File: src/rtl/tlb_pkg.sv
package tlb_pkg;
   localparam int unsigned TLB_VA_W        = 31;
   localparam int unsigned TLB_PA_W        = 27;
   localparam int unsigned TLB_OFF_W       = 12;
   localparam int unsigned TLB_MAX_ENTRIES = 16;
endpackage

File: src/rtl/tlb_fill_ptr.sv
module tlb_fill_ptr #(
   parameter int unsigned ENTRIES = 2,
   parameter int unsigned IDX_W   = 1
) (
   input  logic             clk,
   input  logic             rst_n,
   input  logic             clear,
   input  logic             advance,
   output logic [IDX_W-1:0] ptr
);
   localparam logic [IDX_W-1:0] LAST = IDX_W'(ENTRIES - 1);

   always_ff @(posedge clk) begin
      if (!rst_n || clear)
         ptr <= '0;
      else if (advance)
         ptr <= (ptr == LAST) ? '0 : ptr + 1'b1;
   end


   ptr_range_chk: assert property (@(posedge clk) disable iff (!rst_n)
      ptr <= LAST);
endmodule

File: src/rtl/tlb_entry_store.sv
module tlb_entry_store #(
   parameter int unsigned ENTRIES = 2,
   parameter int unsigned VPN_W   = 19,
   parameter int unsigned PPN_W   = 15,
   parameter int unsigned IDX_W   = 1
) (
   input  logic                          clk,
   input  logic                          rst_n,
   input  logic                          flush,
   input  logic                          wr_en,
   input  logic [IDX_W-1:0]              wr_idx,
   input  logic [VPN_W-1:0]              wr_vpn,
   input  logic [PPN_W-1:0]              wr_ppn,
   output logic [ENTRIES-1:0]            valid_q,
   output logic [ENTRIES-1:0][VPN_W-1:0] vpn_q,
   output logic [ENTRIES-1:0][PPN_W-1:0] ppn_q
);
   for (genvar e = 0; e < ENTRIES; e++) begin : g_slot
      logic sel;
      assign sel = wr_en && (wr_idx == IDX_W'(e));

      always_ff @(posedge clk) begin
         if (!rst_n) begin
            valid_q[e] <= 1'b0;
            vpn_q[e]   <= '0;
            ppn_q[e]   <= '0;
         end else if (flush) begin
            valid_q[e] <= 1'b0;
         end else if (sel) begin
            valid_q[e] <= 1'b1;
            vpn_q[e]   <= wr_vpn;
            ppn_q[e]   <= wr_ppn;
         end
      end
   end


   flush_clears_chk: assert property (@(posedge clk) disable iff (!rst_n)
      flush |=> (valid_q == '0));


   hold_chk: assert property (@(posedge clk) disable iff (!rst_n)
      (!flush && !wr_en) |=> $stable(valid_q));


   fill_sets_chk: assert property (@(posedge clk) disable iff (!rst_n)
      (wr_en && !flush) |=> valid_q[$past(wr_idx)]);
endmodule

File: src/rtl/tlb_cam_match.sv
module tlb_cam_match #(
   parameter int unsigned ENTRIES = 2,
   parameter int unsigned VPN_W   = 19,
   parameter int unsigned PPN_W   = 15,
   parameter int unsigned IDX_W   = 1
) (
   input  logic [ENTRIES-1:0]            valid,
   input  logic [ENTRIES-1:0][VPN_W-1:0] vpn,
   input  logic [ENTRIES-1:0][PPN_W-1:0] ppn,
   input  logic [VPN_W-1:0]              key,
   output logic [ENTRIES-1:0]            match_vec,
   output logic                          any_hit,
   output logic [IDX_W-1:0]              hit_idx,
   output logic [PPN_W-1:0]              hit_ppn
);
   for (genvar e = 0; e < ENTRIES; e++) begin : g_cmp
      assign match_vec[e] = valid[e] && (vpn[e] == key);
   end

   assign any_hit = |match_vec;

   // scan from the top down so the lowest matching index is kept
   always_comb begin
      hit_idx = '0;
      hit_ppn = '0;
      for (int e = ENTRIES - 1; e >= 0; e--) begin
         if (match_vec[e]) begin
            hit_idx = IDX_W'(e);
            hit_ppn = ppn[e];
         end
      end
   end
endmodule

File: src/rtl/tlb_xlate.sv
module tlb_xlate
   import tlb_pkg::*;
#(
   parameter int unsigned ENTRIES = 2,
   parameter int unsigned VA_W    = TLB_VA_W,
   parameter int unsigned PA_W    = TLB_PA_W,
   parameter int unsigned OFF_W   = TLB_OFF_W,
   parameter bit          REG_OUT = 1'b0
) (
   input  logic                   clk,
   input  logic                   rst_n,
   input  logic                   lk_valid,
   input  logic [VA_W-1:0]        lk_vaddr,
   input  logic                   fill_en,
   input  logic [VA_W-OFF_W-1:0]  fill_vpn,
   input  logic [PA_W-OFF_W-1:0]  fill_ppn,
   input  logic                   flush,
   output logic                   hit_o,
   output logic                   miss_o,
   output logic [PA_W-1:0]        pa_o
);
   localparam int unsigned VPN_W = VA_W - OFF_W;
   localparam int unsigned PPN_W = PA_W - OFF_W;
   localparam int unsigned IDX_W = (ENTRIES > 1) ? $clog2(ENTRIES) : 1;

   if (ENTRIES < 1 || ENTRIES > TLB_MAX_ENTRIES) begin : g_bad_entries
      $error("tlb_xlate: ENTRIES out of range 1..16");
   end
   if (OFF_W >= VA_W || OFF_W >= PA_W) begin : g_bad_widths
      $error("tlb_xlate: page offset must be narrower than both addresses");
   end

   logic [ENTRIES-1:0]            valid_q;
   logic [ENTRIES-1:0][VPN_W-1:0] vpn_q;
   logic [ENTRIES-1:0][PPN_W-1:0] ppn_q;
   logic [IDX_W-1:0]              ptr;

   logic [ENTRIES-1:0] lk_match, fl_match;
   logic               lk_any, fl_any;
   logic [IDX_W-1:0]   lk_idx, fl_idx;
   logic [PPN_W-1:0]   lk_ppn, fl_ppn_unused;

   logic             fill_go;
   logic [IDX_W-1:0] wr_idx;

   tlb_cam_match #(.ENTRIES(ENTRIES), .VPN_W(VPN_W), .PPN_W(PPN_W), .IDX_W(IDX_W)) u_lk_match (
      .valid(valid_q), .vpn(vpn_q), .ppn(ppn_q), .key(lk_vaddr[VA_W-1:OFF_W]),
      .match_vec(lk_match), .any_hit(lk_any), .hit_idx(lk_idx), .hit_ppn(lk_ppn));

   tlb_cam_match #(.ENTRIES(ENTRIES), .VPN_W(VPN_W), .PPN_W(PPN_W), .IDX_W(IDX_W)) u_fill_match (
      .valid(valid_q), .vpn(vpn_q), .ppn(ppn_q), .key(fill_vpn),
      .match_vec(fl_match), .any_hit(fl_any), .hit_idx(fl_idx), .hit_ppn(fl_ppn_unused));

   assign fill_go = fill_en && !flush;
   assign wr_idx  = fl_any ? fl_idx : ptr;

   tlb_fill_ptr #(.ENTRIES(ENTRIES), .IDX_W(IDX_W)) u_ptr (
      .clk(clk), .rst_n(rst_n), .clear(flush),
      .advance(fill_go && !fl_any), .ptr(ptr));

   tlb_entry_store #(.ENTRIES(ENTRIES), .VPN_W(VPN_W), .PPN_W(PPN_W), .IDX_W(IDX_W)) u_store (
      .clk(clk), .rst_n(rst_n), .flush(flush), .wr_en(fill_go), .wr_idx(wr_idx),
      .wr_vpn(fill_vpn), .wr_ppn(fill_ppn),
      .valid_q(valid_q), .vpn_q(vpn_q), .ppn_q(ppn_q));

   logic            hit_c, miss_c;
   logic [PA_W-1:0] pa_c;

   assign hit_c  = lk_valid && lk_any;
   assign miss_c = lk_valid && !lk_any;
   assign pa_c   = hit_c ? {lk_ppn, lk_vaddr[OFF_W-1:0]} : '0;

   if (REG_OUT) begin : g_out_reg
      always_ff @(posedge clk) begin
         if (!rst_n) begin
            hit_o  <= 1'b0;
            miss_o <= 1'b0;
            pa_o   <= '0;
         end else begin
            hit_o  <= hit_c;
            miss_o <= miss_c;
            pa_o   <= pa_c;
         end
      end


      offset_pass_chk: assert property (@(posedge clk) disable iff (!rst_n)
         hit_c |=> (pa_o[OFF_W-1:0] == $past(lk_vaddr[OFF_W-1:0])));
   end else begin : g_out_comb
      assign hit_o  = hit_c;
      assign miss_o = miss_c;
      assign pa_o   = pa_c;


      offset_pass_chk: assert property (@(posedge clk) disable iff (!rst_n)
         hit_o |-> (pa_o[OFF_W-1:0] == lk_vaddr[OFF_W-1:0]));
   end


   single_match_chk: assert property (@(posedge clk) disable iff (!rst_n)
      $onehot0(lk_match));


   flag_excl_chk: assert property (@(posedge clk) disable iff (!rst_n)
      !(hit_o && miss_o));
endmodule

File: config.mk
export PLATFORM = sky130hd
export DESIGN_NAME = tlb_xlate
export DESIGN_NICKNAME = d
export VERILOG_FILES = /design/src/rtl/tlb_pkg.sv /design/src/rtl/tlb_fill_ptr.sv /design/src/rtl/tlb_entry_store.sv /design/src/rtl/tlb_cam_match.sv /design/src/rtl/tlb_xlate.sv
export SDC_FILE = /design/constraint.sdc
export NUM_CORES = 1
export LEC_CHECK = 0
export CAP_MARGIN = 20
export CELL_PAD_IN_SITES_DETAIL_PLACEMENT = 1
export CELL_PAD_IN_SITES_GLOBAL_PLACEMENT = 1
export CORE_MARGIN = 5
export CORE_UTILIZATION = 37
export DETAILED_ROUTE_END_ITERATION = 7
export GPL_TIMING_DRIVEN = 0
export PLACE_DENSITY_LB_ADDON = 0.2
export SYNTH_ARGS = -nofsm -noshare
export SYNTH_HDL_FRONTEND = slang
export SYNTH_SLANG_ARGS = --single-unit
export TNS_END_PERCENT = 100
File: constraint.sdc
create_clock -name clk -period 2.13 [get_ports clk]
set_input_delay 0.426 -clock clk [delete_from_list [all_inputs] [get_ports clk]]
set_output_delay 0.426 -clock clk [all_outputs]
set_load 0.03 [all_outputs]
==> results.yml <==
worst_setup_path:
  cp_slowest_stage_delay_ns: 0.27
  crit_family: "simple AND/OR/NAND/NOR gates"
  reg2reg_slack_ns: 0.03
  start_kind: "input pin"
  critical_path_class: "in -> out"
  cp_num_buf_inv: 3
  end_kind: "output port"
  required_ns: 1.70
  crit_slowest_cell: "clkdlybuf4s15_1"
  r2r_start: "u_store.vpn_q[30]$_SDFFE_PN0P_"
  cp_max_fo: 10
  r2r-end: "u_store.ppn_q[18]$_SDFFE_PN0P_"
  crit_arrival_ns: 2.15
  r2r_cells: 8
  crit_chain: "clkdlybuf4s15_1 > xnor2_4 > nand4_1 > nor3_2 > nand2_2 > buf_12 > mux2i_2 > nor2_4 > buf_6"
floorplanning:
  core_um2: 10300
  ios: 99
  die_y_um: 113
  start_util_pct: 38.1
  dieArea_um2: 12800
  dieWidth_um: 113
  rows: 37
hold_path:
  hold-path-cell-count: 3
  min-delay-start: "fill_vpn[3]"
  hp-class: "in -> reg"
  holdPathEnd: "u_store.vpn_q[3]$_SDFFE_PN0P_"
grt:
  track_usage_pct: 21.0
  grt_overflow: 0
  antenna_found_initial: 0
  grt_pass1_vias: 3870
  grt_pass1_wl_mm: 20.9
  grt_max_degree: 15
yosys:
  ys_seq_area_share_pct: 36.2
  avgSynthCellArea_um2: 9.03
  yosys_warnings: 0
  syn_inst: 435
  yosys_register_bits: 71
  yosysUniqueCellTypes: 26
  netlist_area_um2: 3930
  synth.net_count: 505
sta:
  worstMarginPinSlew_ns: 0.629
  rsz0062_at_grt: "true"
  clock.fmax_mhz: 387
  report.final.setup_viol: 29
  drv_slew: 0
  maxSlewHeadroom_pct: 58.1
  fin_skew_ns: 0.0124
  fin_crit_ns: 2.58
  hold_viol: 0
  worst_hold_slack_ns: 0.416
  fin_crit_sh_pct: 121
  setup_ws_ns: -0.451
routing:
  firstDrtPassIters: 4
  wl_per_cell_um: 20.2
  ant_nets: 0
  drt-total-wl_mm: 14.3
  via_per_inst: 5.10
  drt-initial-drc-count: 177
  drcViolationCount: 0
  via_count: 3602
cells_and_area:
  antenna_cells: 0
  final_common_cell: "nand2_1"
  seq_area_um2: 1460
  nets: 635
  fill_cells: 1132
  area_growth_pct: 58.7
  multi_input_area_um2: 2880
  fin_util_pct: 60.4
  most-common-layout-cells: "nand2_1, mux2i_1, dfxtp_1"
  drive_gt1_share_pct: 33.7
placement:
  hpwlAfterDp_mm: 9.43
  io_buffer_count: 98
  gp_congestion: 0.873
cts:
  cts-buffers-inserted: 9
  cts_tree: "built"
  path_clk_slew_ns: 0.09
  cts.sinks: 71
  cts_htree_levels: 3
  clock_path_buffers: 2
  root_buffer: "clkbuf_8"
  clkLatencyLatePin_ns: 0.37
power_and_ir_drop:
  clkPwrFrac_pct: 36.9
  switching_share_pct: 29.7
  seq_power_share_pct: 45.1
  irDropWorstVdd_mv: 0.311
  internal_power_uw: 2220
  power_density_nw_per_um2: 506
  p_sw_uw: 937
  p_comb_share_pct: 18.0
  p_leak_uw: 0.00255
job:
  maxCapViolCount: 0
status:
  status: "finished, violations left"
  violations: "negative setup slack"
==> worst reg2reg max path: stages, from the launching register on <==
cell and delay (ns):
dfxtp_1 0.45, xnor2_2 0.16, nand4_1 0.15, nor3_2 0.20, a21oi_2 0.12, nor4_4 0.34
buf_6 0.23, clkbuf_16 0.17, mux2i_1 0.20
==> per-stage QoR <==
step	std cells	total power, uW	TNS [ns]	worst slack (ns)	instance area, um2
after global routing	706	3280	-15.30	-0.551	6240
final	706	3160	-11.26	-0.451	6240
after floorplan	435	1680	0	0.0110	4050
after global placement	669	1920	-78.40	-1.49	5200
after detailed placement	669	1930	-81.83	-1.53	5200
after CTS	695	3100	-10.19	-0.413	5830
==> repair_timing <==
item,4_1_cts,5_1_grt
pin swaps,32,26
resized for setup,299,78
setup endpoints to repair,99,92
setup buffers,8,8
cloned,2,4
hold buffers,0,0
==> flip-flops by register name, summed over array words and instances (netlist names) <==
register and cells:
u_ptr.ptr 1, u_store.ppn_q 30, u_store.valid_q 2, u_store.vpn_q 38
==> worst max path at each step <==
stage / startpoint / end / slack [ns] / cells after the start
2_1_floorplan: lk_vaddr[13] / pa_o[16] / 0.01 / 7
3_3_place_gp: lk_vaddr[13] / pa_o[16] / -1.49 / 9
3_5_place_dp: lk_vaddr[13] / pa_o[17] / -1.53 / 9
4_1_cts: u_store.vpn_q[17]$_SDFFE_PN0P_ / pa_o[11] / -0.41 / 10
5_1_grt: lk_vaddr[16] / pa_o[24] / -0.55 / 9
6_report: lk_vaddr[13] / pa_o[25] / -0.45 / 9
==> layout make-up <==
| cell class | count | area share (%) |
|---|---|---|
| Buffer | 22 | 3.55 |
| Clock buffer | 9 | 1.99 |
| Clock inverter | 7 | 1.30 |
| Inverter | 3 | 0.301 |
| Multi-Input combinational cell | 338 | 46.1 |
| Sequential cell | 71 | 23.4 |
| Tap cell | 136 | 2.73 |
| Timing Repair Buffer | 120 | 20.6 |
==> cell usage after synthesis (all sizes together) <==
library cell  instances  area share (%)
nand2               103             9.8
mux2i                83              21
dfxtp                71              36
xnor2                64              14
nand4                22             3.5
nor2                 20             1.9
and2                 14             2.2
clkbuf               13             1.2
xor2                 12             2.7
buf                  10             3.2
nor3                  5            0.92
nor4                  4            0.64
inv                   3            0.29
nand2b                2            0.32
a21boi                1            0.19
a21oi                 1            0.13
a22oi                 1            0.19
nand3                 1            0.13
nor2b                 1            0.16
o21a                  1            0.19
o21ai                 1            0.22
o311ai                1            0.22
o41ai                 1            0.22
==> power groups by stage <==
stage	clock (uW)	sequential (uW)	combinational, uW
floorplan	0	1430	249
global placement	0	1440	480
detailed placement	0	1440	487
CTS	1160	1420	517
global route	1250	1430	601
finish	1160	1420	569
==> metal layers <==
| metal | wire (um) | GRT usage, % | part of all wire, % | up-vias |
|---|---|---|---|---|
| met1 | 6030 | 25.2 | 42 | 1754 |
| met4 | 346 | 5.85 | 2.4 | 0 |
| met5 | 0 | 0 | 0 | - |
| li1 | - | - | - | 1714 |
| met3 | 599 | 4.22 | 4.2 | 27 |
| met2 | 7280 | 37.8 | 51 | 107 |
==> logic make-up after synthesis <==
family                 share of synthesized area (%)
AO/OA/AOI/OAI                                   1.37
XOR/XNOR                                        16.9
buffers and inverters                           4.74
flip-flops                                      36.2
multiplexers                                    21.1
AND/OR/NAND/NOR                                 19.6
(Power assumes the default switching activity.)
